File: src/rtl/preadd_mac.sv
module preadd_mac #(
  parameter int AW = 27,
  parameter int BW = 18,
  parameter int PW = 48
) (
  input  logic                 clk,
  input  logic                 ce,
  input  logic                 clr,
  input  logic signed [AW-1:0] a_in,
  input  logic signed [AW-1:0] d_in,
  input  logic signed [BW-1:0] b_in,
  output logic signed [PW-1:0] acc_out
);

  localparam int SW = AW + 1;
  localparam int MW = SW + BW;

  logic signed [AW-1:0] a_q, d_q;
  logic signed [BW-1:0] b_q, b2_q;
  logic signed [SW-1:0] sum_q;
  logic signed [MW-1:0] prod_q;
  logic signed [PW-1:0] acc_q;

  wire signed [SW-1:0] sum_w  = $signed({a_q[AW-1], a_q}) + $signed({d_q[AW-1], d_q});
  wire signed [MW-1:0] prod_w = MW'(sum_q) * MW'(b2_q);
  wire signed [PW-1:0] prod_x = PW'(prod_q);

  always_ff @(posedge clk) begin
    if (clr) begin
      a_q    <= '0;
      d_q    <= '0;
      b_q    <= '0;
      b2_q   <= '0;
      sum_q  <= '0;
      prod_q <= '0;
      acc_q  <= '0;
    end else if (ce) begin
      a_q    <= a_in;
      d_q    <= d_in;
      b_q    <= b_in;
      sum_q  <= sum_w;
      b2_q   <= b_q;
      prod_q <= prod_w;
      acc_q  <= acc_q + prod_x;
    end
  end

  assign acc_out = acc_q;

  function automatic logic signed [MW-1:0] ref_prod(
    input logic signed [AW-1:0] a,
    input logic signed [AW-1:0] d,
    input logic signed [BW-1:0] b
  );
    logic signed [SW-1:0] s;
    s = SW'(a) + SW'(d);
    return MW'(s) * MW'(b);
  endfunction

  assert_clear_zero_R4: assert property (@(posedge clk) disable iff (clr)
    $past(clr) |-> (acc_out == '0 && prod_q == '0 && sum_q == '0));

  assert_quiet_two_R5: assert property (@(posedge clk) disable iff (clr)
    $past(clr, 2) |-> acc_out == '0);

  assert_quiet_three_R5: assert property (@(posedge clk) disable iff (clr)
    $past(clr, 3) |-> acc_out == '0);

  assert_hold_R6: assert property (@(posedge clk) disable iff (clr)
    !ce |=> ($stable(acc_out) && $stable(prod_q)));

  assert_product_path_R3: assert property (@(posedge clk) disable iff (clr)
    ($past(ce, 1) && $past(ce, 2) && $past(ce, 3) &&
     !$past(clr, 1) && !$past(clr, 2) && !$past(clr, 3))
    |-> prod_q == ref_prod($past(a_in, 3), $past(d_in, 3), $past(b_in, 3)));

endmodule

File: config.mk
export PLATFORM = sky130hd
export DESIGN_NAME = preadd_mac
export DESIGN_NICKNAME = d
export VERILOG_FILES = /design/src/rtl/preadd_mac.sv
export SDC_FILE = /design/constraint.sdc
export NUM_CORES = 2
export LEC_CHECK = 0
export ABC_AREA = 1
export BUFFER_PORTS_ARGS = -buffer_cell sky130_fd_sc_hd__buf_2
export CAP_MARGIN = 20
export CELL_PAD_IN_SITES_DETAIL_PLACEMENT = 1
export CELL_PAD_IN_SITES_GLOBAL_PLACEMENT = 2
export CORE_MARGIN = 2
export CORE_UTILIZATION = 30
export DETAILED_ROUTE_END_ITERATION = 10
export HOLD_SLACK_MARGIN = 0.02
export PLACE_DENSITY_LB_ADDON = 0.05
export SLEW_MARGIN = 40
export SYNTH_ARGS = -nofsm -noshare
export SYNTH_HDL_FRONTEND = slang
export SYNTH_SLANG_ARGS = --single-unit
File: constraint.sdc
create_clock -name clk -period 6.3 [get_ports clk]
set_input_delay 0.315 -clock clk [delete_from_list [all_inputs] [get_ports clk]]
set_output_delay 0.315 -clock clk [all_outputs]
set_load 0.02 [all_outputs]
Word level (Yosys, flattened, before mapping)
Cells that the tools add are included.
- register bits: 212
- input port bits: 75
- output and inout bits: 48
- add/subtract/negate cells: 2
- multiply operators: 1
- operators with widths (cell ; count):
    adder 48 x 46 -> 48 bit ; 1
    multiplier 28 x 18 -> 46 bit ; 1
    adder 27 x 27 -> 28 bit ; 1

Longest topological paths before layout
- word-level depth: 1
- gate-level depth with buffers: 31
- mapped depth without buffers: 29

Worst setup path after synthesis
OpenSTA, ideal clock, no wires.
- path type: register to register
- start point: register b2_q[6]
- end point: register prod_q[43]
- setup time: 0.109 ns
- data arrival time: 5.629 ns
- required time: 6.191 ns
- path slack: 0.562 ns
- stages on the path, launching flop included: 24
- buffers on the path: 2
- period minus slack after synthesis: 5.738 ns
- path through: dfxtp_1 > clkbuf_1 > buf_1 > nand2_1 > fa_1 > inv_1 > fa_1 > fa_1 > fa_1 > inv_1 > fa_1 > inv_1 > fa_1 > ha_1 > nand2_1 > nor2_1 > nand2_1 > nor2_2 > nand2_1 > or2_1 > nand4_1 > nand3_1 > nand2_1 > inv_1
- cells in the longest elaborated chain, start to end: 1
- ends and longest elaborated chain (what ; RTL line ; RTL):
    from (decl) ; 19 ; logic signed [BW-1:0] b_q, b2_q;
    from (signal assigned) ; 42 ; b2_q <= b_q;
    multiplier 28 x 18 -> 46 bit ; 25 ; wire signed [MW-1:0] prod_w = MW'(sum_q) * MW'(b2_q);
    to (signal assigned) ; 43 ; prod_q <= prod_w;
    to (decl) ; 21 ; logic signed [MW-1:0] prod_q;
Every way passes these cells.
A chain may end at the register's enable or synchronous reset.

Final worst setup path
- start point: register b2_q[3]
- end point: register prod_q[42]
The elaborated chain is that of the path after synthesis.

==> metrics.yaml <==
outcome: "completed"
multi_input_area_sq_um: 23000
io_buffers: 122
p_per_area_nw_per_um2: 245
ant_nets: 0
instances_no_fill: 6302
ys_seq_area_share_pct: 13.2
synth_seq_cells: 212
synth-edff-count: 0
maxCapViolCount: 0
syn_area_sq_um: 32300
grt_overflow: 0
grt.total_usage_pct: 23.2
final_cell_area_sq_um: 37100
place_area_sq_um: 35300
cts_root_buf: "clkbuf_16"
pre_cts_ws_ps: 77.3
die_area_sq_um: 110000
rsz0062_at_grt: "yes"
tightest_slew_ps: 894
finalWorstSetupSlack_ps: 381
ir_drop_mv: 0.201
report.final.slew_viol_count: 0
io_pins: 123
setup_violations: 0
drt-total-wl_microns: 125000
power_frac_clock_pct: 19.7
period_share_pct: 93.9
die_w_microns: 332
dp_hpwl_microns: 104000
insertion_delay_ps: 620
async_flop_share_pct: 0
drive_gt1_share_pct: 8.17
skew_ps: 14.0
required_ps: 6810
gp_congestion: 0.886
startpoint_type: "flip-flop"
p_sw_w: 0.00457
slew_headroom_pct: 40.0
core_area_sq_um: 107000
power_w: 0.00911
drc: 0
die_y_microns: 332
routed-via-count: 28900
yosysUniqueCellTypes: 44
p_int_w: 0.00454
cts_sinks: 212
worstSetupPathType: "flip-flop to flip-flop"
sequentialPowerShare_pct: 19.6
clock_path_buffers: 3
endpoint_kind: "flip-flop"
comb_power_share_pct: 60.7
start_util_pct: 30.2
fill_cells: 13400
period_needed_ps: 5920
vias_per_cell: 4.59
setup_tns_ps: 0
ys.flop_type: "dfxtp_1"
path_max_fanout: 21
max_freq_mhz: 169
regArea_sq_um: 4260
antenna_found_initial: 16
critical_path_arrival_ps: 6430
synth_top_area_cell: "fa_1"
fin_nets: 5625
dp_cells: 6171
rows: 120
cts.htree.levels: 1
first_pass_iters: 5
synth_top_area_share_pct: 30.5
cts.clk_slew.worst_paths_ps: 60
ys_top_cells_by_area: "fa_1 30%, inv_1 13%, dfxtp_1 13%, nand2_1 13%, ha_1 7.3%"
numCtsBuffers: 30
yosysMostFrequentCell: "inv_1"
leakagePower_nw: 20.8
synth.avg_cell_area_sq_um: 6.88
p_sw_share_pct: 50.2
synthTopCellsByCount: "1149 x inv_1, 1117 x nand2_1, 587 x nor2_1"
grt_pass1_vias: 32100
cts_setup_buffers: 0
syn_nets: 5444
syn_to_final_growth_pct: 15.1
grt_pass1_wl_microns: 195000
drt_iter0_drc: 1166
worstHoldPathType: "input pin to flip-flop"
hold_violations: 0
yosysWarnings: 0
cts_tree: "yes"
grt_start_max_net_pins: 116
wl_per_cell_microns: 19.8
syn_inst: 4691
-- placed cells by master (no fill, tap or decap), types with 9 or more instances in the layout --
master,count
ha_1,186
fa_1,490
buf_2,120
clkbuf_8,9
dlygate4sd3_1,72
o21ai_1,17
o21bai_1,22
xnor2_1,12
nand2_2,21
nand3_1,141
nor2_2,23
xor2_1,44
nor2_1,585
a21oi_1,148
dfxtp_2,9
nand4_1,41
dfxtp_1,202
clkbuf_16,30
nor3_1,14
buf_12,31
buf_4,101
inv_1,1148
o21ai_0,213
nand2_1,1117
-- stage by stage --
step                hold slack, ps  util, %
global placement               466     33.1
floorplan                      450        -
finish                         234     34.7
CTS                            191     34.7
detailed placement             472     33.1
global route                   246     34.7
-- registers in the layout (all words and copies together) (netlist names) --
name,count
b2_q,18
b_q,18
sum_q,28
prod_q,46
d_q,27
acc_out,48
a_q,27
-- routing by layer --
layer	track usage, %	wire length, microns	share of wire (%)
met2	39.8	59200	48
met1	31.6	59300	48
met4	4.53	2480	2.0
met3	2.32	3720	3.0
met5	0	27	0.022
-- final cells by class --
class | count | share of cell area [%]
inverters | 1156 | 11.7
clock inverters | 13 | 0.384
diodes | 3 | 0.0202
multi-input cells | 3144 | 61.9
repair buffers | 328 | 7.40
well taps | 1403 | 4.73
clock buffers | 43 | 2.37
flip-flops and latches | 212 | 11.5
-- path summary, 6_finish.rpt --
| kind | startpoint | slack (ps) | depth (start not counted) | endpoint |
|---|---|---|---|---|
| setup / recovery | b2_q[3] | 380 | 23 | prod_q[42] |
| hold / removal | clr | 230 | 4 | acc_out[2] |
| setup reg to reg | b2_q[3] | 380 | 23 | prod_q[42] |
| hold reg to reg | b_q[9] | 480 | 2 | b2_q[9] |
-- critical path, stage by stage (launching register included) --
cell,delay (ps)
dfxtp_1,330
buf_12,170
nand2_1,80
inv_1,60
fa_1,550
inv_1,70
fa_1,550
inv_1,60
fa_1,490
inv_1,50
fa_1,580
fa_1,460
fa_1,610
inv_1,70
ha_1,390
nand2_1,160
nor2_1,350
nand2_1,180
nor2_1,130
nand3_1,140
nand4_1,130
nand3_1,70
nand2_1,80
inv_1,30
-- power groups by stage --
| stage | sequential (W) | combinational (W) | clock, W |
|---|---|---|---|
| after floorplan | 0.00168 | 0.00322 | 0 |
| final | 0.00179 | 0.00553 | 0.00179 |
| after global placement | 0.00182 | 0.00554 | 0 |
| after global routing | 0.00181 | 0.00625 | 0.00191 |
| after CTS | 0.00179 | 0.00563 | 0.00187 |
| after detailed placement | 0.00182 | 0.00555 | 0 |
-- cell families after synthesis --
| kind of cell | share of synthesized area (%) |
|---|---|
| and+or+nand+nor | 24.6 |
| buffers and inverters | 15.6 |
| adders and majority gates | 37.7 |
| AOI/OAI and AO/OA | 7.37 |
| DFF | 13.2 |
| xor gates and xnor gates | 1.55 |
-- timing repair --
item	CTS	global route
gates resized for setup	0	16
endpoints found under the setup margin	0	34
hold endpoints to repair	72	0
hold buffers	72	0
(Power assumes the default switching activity.)
